`config.mk`:
```
export PLATFORM = sky130hd
export DESIGN_NAME = bypass_thr_tuner
export DESIGN_NICKNAME = d
export VERILOG_FILES = /design/src/rtl/tuner_pkg.sv /design/src/rtl/tuner_seq.sv /design/src/rtl/tuner_timer.sv /design/src/rtl/tuner_min.sv /design/src/rtl/tuner_result.sv /design/src/rtl/bypass_thr_tuner.sv
export SDC_FILE = /design/constraint.sdc
export NUM_CORES = 1
export LEC_CHECK = 0
export BUFFER_PORTS_ARGS = -buffer_cell sky130_fd_sc_hd__buf_2
export CAP_MARGIN = 10
export CORE_ASPECT_RATIO = 1.4
export CORE_MARGIN = 5
export CORE_UTILIZATION = 40
export CTS_CLUSTER_DIAMETER = 60
export CTS_CLUSTER_SIZE = 10
export DETAILED_ROUTE_END_ITERATION = 7
export GPL_TIMING_DRIVEN = 1
export SLEW_MARGIN = 20
export SYNTH_ARGS = -nofsm -noshare
export SYNTH_HDL_FRONTEND = slang
export SYNTH_HIERARCHICAL = 1
export SYNTH_SLANG_ARGS = --single-unit
```
`constraint.sdc`:
```
create_clock -name clk -period 2.6 [get_ports clk]
set_input_delay 0.52 -clock clk [delete_from_list [all_inputs] [get_ports clk]]
set_output_delay 0.52 -clock clk [all_outputs]
set_load 0.005 [all_outputs]
```
`src/rtl/tuner_pkg.sv`:
```
package tuner_pkg;
  typedef enum logic [1:0] {
    ST_IDLE   = 2'd0,
    ST_LAUNCH = 2'd1,
    ST_WAIT   = 2'd2,
    ST_FINISH = 2'd3
  } seq_st_t;

  typedef enum logic [1:0] {
    MODE_COND       = 2'd0,
    MODE_BYPASS_ALL = 2'd1,
    MODE_CACHE_ALL  = 2'd2
  } mode_t;
endpackage

```
`src/rtl/tuner_seq.sv`:
```
module tuner_seq
  import tuner_pkg::*;
#(
  parameter int MAX_WARPS = 32,
  parameter int THR_W     = 6
) (
  input  logic             clk,
  input  logic             rst_n,
  input  logic             start_i,
  input  logic [THR_W-1:0] warps_i,
  input  logic             sample_done_i,
  output logic             launch_o,
  output logic [THR_W-1:0] cand_o,
  output logic [THR_W-1:0] wlim_o,
  output logic             init_o,
  output logic             merge_o,
  output logic             finish_o,
  output logic             tmr_clr_o,
  output logic             tmr_en_o
);
  localparam logic [THR_W-1:0] MAXW = THR_W'(MAX_WARPS);

  seq_st_t          st_q, st_d;
  logic [THR_W-1:0] cand_q, cand_d;
  logic [THR_W-1:0] wlim_q, wlim_d;
  logic             cand_en, wlim_en;
  logic             last_c;

  assign last_c = (cand_q == wlim_q);

  always_comb begin
    st_d    = st_q;
    cand_d  = cand_q;
    wlim_d  = wlim_q;
    cand_en = 1'b0;
    wlim_en = 1'b0;
    unique case (st_q)
      ST_IDLE: if (start_i) begin
        st_d    = ST_LAUNCH;
        cand_d  = '0;
        cand_en = 1'b1;
        wlim_d  = (warps_i > MAXW) ? MAXW : warps_i;
        wlim_en = 1'b1;
      end
      ST_LAUNCH: st_d = ST_WAIT;
      ST_WAIT: if (sample_done_i) begin
        if (last_c) begin
          st_d = ST_FINISH;
        end else begin
          st_d    = ST_LAUNCH;
          cand_d  = cand_q + 1'b1;
          cand_en = 1'b1;
        end
      end
      ST_FINISH: st_d = ST_IDLE;
      default:   st_d = ST_IDLE;
    endcase
  end

  always_ff @(posedge clk or negedge rst_n) begin
    if (!rst_n) begin
      st_q   <= ST_IDLE;
      cand_q <= '0;
      wlim_q <= '0;
    end else begin
      st_q <= st_d;
      if (cand_en) cand_q <= cand_d;
      if (wlim_en) wlim_q <= wlim_d;
    end
  end

  assign launch_o  = (st_q == ST_LAUNCH);
  assign cand_o    = cand_q;
  assign wlim_o    = wlim_q;
  assign init_o    = (st_q == ST_IDLE) && start_i;
  assign merge_o   = (st_q == ST_WAIT) && sample_done_i;
  assign finish_o  = (st_q == ST_FINISH);
  assign tmr_clr_o = (st_q == ST_LAUNCH);
  assign tmr_en_o  = (st_q == ST_WAIT) && !sample_done_i;

  // a launch is always followed by at least one waiting cycle
  p_one_launch_r3: assert property (@(posedge clk) disable iff (!rst_n)
    launch_o |=> !launch_o);
  // the candidate never passes the latched warp count
  p_cand_range_r2: assert property (@(posedge clk) disable iff (!rst_n)
    (st_q != ST_IDLE) |-> (cand_q <= wlim_q));
  // the latched warp count respects the ceiling
  p_clamp_r10: assert property (@(posedge clk) disable iff (!rst_n)
    (st_q != ST_IDLE) |-> (wlim_q <= MAXW));
  // a start during a sweep leaves the latched count unchanged
  p_busy_start_r9: assert property (@(posedge clk) disable iff (!rst_n)
    (st_q != ST_IDLE) |=> $stable(wlim_q));
endmodule

```
`src/rtl/tuner_timer.sv`:
```
module tuner_timer #(
  parameter int CNT_W = 16
) (
  input  logic             clk,
  input  logic             rst_n,
  input  logic             clr_i,
  input  logic             en_i,
  output logic [CNT_W-1:0] cnt_o
);
  localparam logic [CNT_W-1:0] SAT = '1;

  logic [CNT_W-1:0] cnt_q, cnt_d;
  logic             cnt_en;

  always_comb begin
    cnt_en = 1'b0;
    cnt_d  = cnt_q;
    if (clr_i) begin
      cnt_en = 1'b1;
      cnt_d  = '0;
    end else if (en_i && (cnt_q != SAT)) begin
      cnt_en = 1'b1;
      cnt_d  = cnt_q + 1'b1;
    end
  end

  always_ff @(posedge clk or negedge rst_n) begin
    if (!rst_n)      cnt_q <= '0;
    else if (cnt_en) cnt_q <= cnt_d;
  end

  assign cnt_o = cnt_q;

  // the counter holds at its ceiling instead of wrapping
  p_hold_sat_r6: assert property (@(posedge clk) disable iff (!rst_n)
    (en_i && !clr_i && cnt_q == SAT) |=> (cnt_q == SAT));
  // the counter never drops except through a clear
  p_no_wrap_r6: assert property (@(posedge clk) disable iff (!rst_n)
    (!clr_i) |=> (cnt_q >= $past(cnt_q)));
endmodule

```
`src/rtl/tuner_min.sv`:
```
module tuner_min #(
  parameter int THR_W = 6,
  parameter int CNT_W = 16
) (
  input  logic             clk,
  input  logic             rst_n,
  input  logic             init_i,
  input  logic             merge_i,
  input  logic [THR_W-1:0] cand_i,
  input  logic [CNT_W-1:0] elapsed_i,
  output logic [THR_W-1:0] best_thr_o
);
  logic [CNT_W-1:0] best_t_q;
  logic [THR_W-1:0] best_thr_q;
  logic             have_q;
  logic             take;

  assign take = merge_i && (!have_q || (elapsed_i < best_t_q));

  always_ff @(posedge clk or negedge rst_n) begin
    if (!rst_n) begin
      have_q     <= 1'b0;
      best_t_q   <= '0;
      best_thr_q <= '0;
    end else begin
      if (init_i) have_q <= 1'b0;
      else if (take) have_q <= 1'b1;
      if (take) begin
        best_t_q   <= elapsed_i;
        best_thr_q <= cand_i;
      end
    end
  end

  assign best_thr_o = best_thr_q;

  // an equal or slower sample leaves the earlier winner in place
  p_keep_lower_r5: assert property (@(posedge clk) disable iff (!rst_n)
    (merge_i && have_q && !init_i && (elapsed_i >= best_t_q)) |=> $stable(best_thr_q));
  // the recorded best time never grows within a sweep
  p_best_falls_r4: assert property (@(posedge clk) disable iff (!rst_n)
    (have_q && !init_i) |=> (best_t_q <= $past(best_t_q)));
endmodule

```
`src/rtl/tuner_result.sv`:
```
module tuner_result
  import tuner_pkg::*;
#(
  parameter int THR_W = 6
) (
  input  logic             clk,
  input  logic             rst_n,
  input  logic             finish_i,
  input  logic [THR_W-1:0] best_i,
  input  logic [THR_W-1:0] wlim_i,
  output logic [THR_W-1:0] best_thr_o,
  output logic [1:0]       mode_o,
  output logic             done_o
);
  mode_t            mode_d;
  logic [THR_W-1:0] thr_q;
  mode_t            mode_q;
  logic             done_q;

  always_comb begin
    if (best_i == '0)         mode_d = MODE_BYPASS_ALL;
    else if (best_i == wlim_i) mode_d = MODE_CACHE_ALL;
    else                      mode_d = MODE_COND;
  end

  always_ff @(posedge clk or negedge rst_n) begin
    if (!rst_n) begin
      thr_q  <= '0;
      mode_q <= MODE_COND;
      done_q <= 1'b0;
    end else begin
      done_q <= finish_i;
      if (finish_i) begin
        thr_q  <= best_i;
        mode_q <= mode_d;
      end
    end
  end

  assign best_thr_o = thr_q;
  assign mode_o     = mode_q;
  assign done_o     = done_q;

  // done is a single-cycle pulse
  p_done_pulse_r8: assert property (@(posedge clk) disable iff (!rst_n)
    done_q |=> !done_q);
  // published values move only when a sweep finishes
  p_hold_result_r8: assert property (@(posedge clk) disable iff (!rst_n)
    !finish_i |=> ($stable(thr_q) && $stable(mode_q)));
  // a collapsed mode never carries an inner threshold
  p_mode_map_r7: assert property (@(posedge clk) disable iff (!rst_n)
    (done_q && mode_q == MODE_COND) |-> (thr_q != '0));
endmodule

```
`src/rtl/bypass_thr_tuner.sv`:
```
module bypass_thr_tuner #(
  parameter int MAX_WARPS = 32,
  parameter int CNT_W     = 16,
  localparam int THR_W    = $clog2(MAX_WARPS + 1)
) (
  input  logic             clk,
  input  logic             rst_n,
  input  logic             start_i,
  input  logic [THR_W-1:0] warps_i,
  output logic             launch_o,
  output logic [THR_W-1:0] launch_thr_o,
  input  logic             sample_done_i,
  output logic [THR_W-1:0] best_thr_o,
  output logic [1:0]       mode_o,
  output logic             done_o
);
  logic [THR_W-1:0] cand, wlim, best;
  logic [CNT_W-1:0] elapsed;
  logic             init, merge, finish, tclr, ten;

  tuner_seq #(.MAX_WARPS(MAX_WARPS), .THR_W(THR_W)) u_seq (
    .clk(clk), .rst_n(rst_n), .start_i(start_i), .warps_i(warps_i),
    .sample_done_i(sample_done_i), .launch_o(launch_o), .cand_o(cand),
    .wlim_o(wlim), .init_o(init), .merge_o(merge), .finish_o(finish),
    .tmr_clr_o(tclr), .tmr_en_o(ten)
  );

  tuner_timer #(.CNT_W(CNT_W)) u_tmr (
    .clk(clk), .rst_n(rst_n), .clr_i(tclr), .en_i(ten), .cnt_o(elapsed)
  );

  tuner_min #(.THR_W(THR_W), .CNT_W(CNT_W)) u_min (
    .clk(clk), .rst_n(rst_n), .init_i(init), .merge_i(merge),
    .cand_i(cand), .elapsed_i(elapsed), .best_thr_o(best)
  );

  tuner_result #(.THR_W(THR_W)) u_res (
    .clk(clk), .rst_n(rst_n), .finish_i(finish), .best_i(best),
    .wlim_i(wlim), .best_thr_o(best_thr_o), .mode_o(mode_o), .done_o(done_o)
  );

  assign launch_thr_o = cand;

  // no result pulse while a sample is being launched
  p_no_overlap_r8: assert property (@(posedge clk) disable iff (!rst_n)
    !(launch_o && done_o));
endmodule

```
==> results.py <==
metrics = {
    "outcome": {
        "status": "finished clean",
    },
    "placement": {
        "dpl.hpwl_um": 5380,
        "dp_cells": 457,
        "place_congestion": 0.829,
        "post-place-ws_ps": 301,
        "io_buffers": 25,
        "dpl_cell_area_mm2": 0.00379,
    },
    "worst_setup_path": {
        "cp_cell_sequence": "nor2b_1 -> nand2_1 -> clkinv_1 -> nor2b_1 -> o21ai_0 -> a311oi_2 -> a31oi_4 -> buf_4 -> mux2_4",
        "cp.required_ps": 2800,
        "crit_family": "simple AND/OR/NAND/NOR gates",
        "cpMostUsedCell": "nor2b_1",
        "slowest_stage": "dfrtp_1",
        "crit_path_start": "u_seq/st_q[1]",
        "critical-path-max-stage-delay_ps": 400,
        "path_buf_inv": 2,
        "startpoint_type": "flip-flop",
        "r2r_start": "u_seq/st_q[1]",
        "critPathCaptureType": "flip-flop",
        "worstPathMaxFanout": 6,
        "path_class": "flip-flop to flip-flop",
        "cp.arrival_ps": 2500,
    },
    "final_layout": {
        "drive_gt1_frac": 0.253,
        "antennaDiodeCount": 0,
        "final_nets": 390,
        "postLayoutCellArea_mm2": 0.00408,
        "fill_cells": 794,
        "area_delta_synth_final_pct": 16.4,
        "final_cell_count_no_fill": 472,
    },
    "timing": {
        "slew_viol_final": 0,
        "min_period_ps": 2300,
        "rsz0062_at_grt": "no",
        "fin_setup_tns_ps": 0,
        "finClkSkew_ps": 10.7,
        "hold_viol_final": 0,
        "worst_pin_slew_ps": 789,
        "slew_headroom": 0.474,
        "holdWs_ps": 359,
        "fmaxAchievable_ghz": 0.435,
        "finalCritPeriodShare": 0.885,
        "fin_ws_ps": 300,
        "setup_viol": 0,
    },
    "floorplanning": {
        "core_mm2": 0.00856,
        "die_h_um": 121,
        "die_x_um": 89.1,
        "num_rows": 40,
        "dieArea_mm2": 0.0107,
        "start_util": 0.409,
        "io_pins": 26,
    },
    "logic_synthesis": {
        "synth_top_area_frac": 0.443,
        "syn_inst": 325,
        "syn_area_per_cell_um2": 10.8,
        "synth_top_area_cell": "dfrtp_1",
        "synth_ff_type": "dfrtp_1",
        "yosysWarningCount": 6,
        "postSynthNetCount": 352,
        "async_flop_share": 1.00,
        "ys_ff_latch": 62,
        "ys_seq_area_frac": 0.443,
        "synthDistinctLibCells": 60,
        "syn-cell-area_mm2": 0.00350,
        "synth_edf_count": 0,
        "synth.area.top_cells": "dfrtp_1 (44%), mux2_4 (8.6%), ha_1 (6.1%), nand2_1 (3.1%), a21oi_1 (2.6%)",
    },
    "run": {
        "cap_violations": 0,
    },
    "route": {
        "num_vias": 2561,
        "drcViolationCount": 0,
        "drtAntennaViolNets": 0,
        "drt_first_pass_iters": 4,
        "viasPerCell": 5.43,
        "first_iter_violations": 110,
        "drt_wl_total_um": 7350,
        "avgRoutedWirePerCell_um": 15.6,
    },
    "cts": {
        "cts_setup_buffers": 0,
        "root_buffer": "clkbuf_16",
        "path_clk_slew_ps": 50,
        "clkSinkCount": 62,
        "clockBufferDepth": 2,
        "cts_tree": "done",
        "ctsHoldBuffers": 0,
        "h-tree-depth": 3,
        "cts_resized": 0,
        "cts_buffers": 9,
        "insertion_delay_ps": 330,
    },
    "global_route": {
        "grt_max_degree": 63,
        "grt_pass1_vias": 2507,
        "grt_pass1_wl_um": 12200,
        "grt_antenna_before_repair": 0,
        "overflow": 0,
        "grtUsageTotal": 0.148,
    },
    "power_and_ir_drop": {
        "vdd_drop_max_v": 0.000515,
        "p_leak_nw": 1.93,
        "powerDensity_mw_per_mm2": 885,
    },
    "worst_hold_path": {
        "hold_path_class": "primary input to asynchronous set/reset pin",
    },
}
## synthesized netlist by cell type (5+ instances only)
cell type / number
ha_1: 17
nand2_1: 29
nor2_1: 18
o21ai_1: 6
nand2b_1: 11
nor2b_1: 9
dfrtp_1: 62
a21oi_1: 18
inv_1: 22
mux2_1: 5
o21ai_0: 5
mux2_4: 20
xnor2_1: 10
nand4_1: 9
nand3_1: 7
nor3_1: 5
mux2_2: 8
## cells in the final DEF (no fill, tap or decap), types with 11 or more instances in the layout
cell      Yosys  layout
dfrtp_1      62      62
ha_1         17      17
inv_1        22      22
mux2_4       20      20
nand2b_1     11      11
a21oi_1      18      18
nor2_1       18      18
buf_4         1      11
buf_2         1      25
nand2_1      29      29
## path summary, 6_finish.rpt
path	to	slack [ps]	cells after the start
max	u_min/best_thr_o[2]	300	9
min	u_res/best_thr_o[2]	360	2
max reg2reg	u_min/best_thr_o[2]	300	9
min reg2reg	u_res/best_thr_o[4]	480	1
max in group asynchronous	u_min/best_t_q[3]	1720	2
min in group clk	u_seq/wlim_o[1]	440	3
## where the power goes
group	total [W]	switching, W	internal, W
sequential	0.00136	0.000223	0.00114
combinational	0.00109	0.000551	0.000542
clock	0.00116	0.000422	0.000733
total	0.00361	0.00120	0.00241
## cell type report
class                   instances  area, um2  share of cell area
clock buffers                   9        225              0.0552
clock inverters                 6       63.8              0.0157
well taps                     105        131              0.0322
multi-input cells             230       1790               0.439
flip-flops and latches         62       1550               0.381
inverters                      23       86.3              0.0212
repair buffers                 37        228              0.0559
## cell families after synthesis
| kind of cell | Yosys count | share of synthesized area |
|---|---|---|
| adders and majority gates | 17 | 0.0608 |
| and+or+nand+nor | 109 | 0.165 |
| buffers and inverters | 33 | 0.0454 |
| AOI/OAI and AO/OA | 57 | 0.118 |
| DFF | 62 | 0.443 |
| xor gates and xnor gates | 13 | 0.0368 |
| muxes | 34 | 0.130 |
## routing by layer
metal	global-route usage	share of wire
met5	0	0
met4	0.0596	0.023
met3	0.0348	0.040
met2	0.246	0.51
met1	0.181	0.43
## registers in the layout (all words and copies together), names as in the netlist
signal,count
u_res/mode_o,2
u_seq/st_q,2
u_min/best_t_q,16
u_tmr/cnt_o,16
u_min/have_q,1
u_seq/wlim_o,6
u_res/done_o,1
u_seq/cand_o,6
u_min/best_thr_o,6
u_res/best_thr_o,6
## metrics by stage
stage,util,power [W]
after floorplan,-,0.00220
after global routing,0.476,0.00383
final,0.476,0.00361
after CTS,0.476,0.00366
after global placement,0.443,0.00245
after detailed placement,0.443,0.00248
Note: power is estimated with default switching activity, not from simulation.
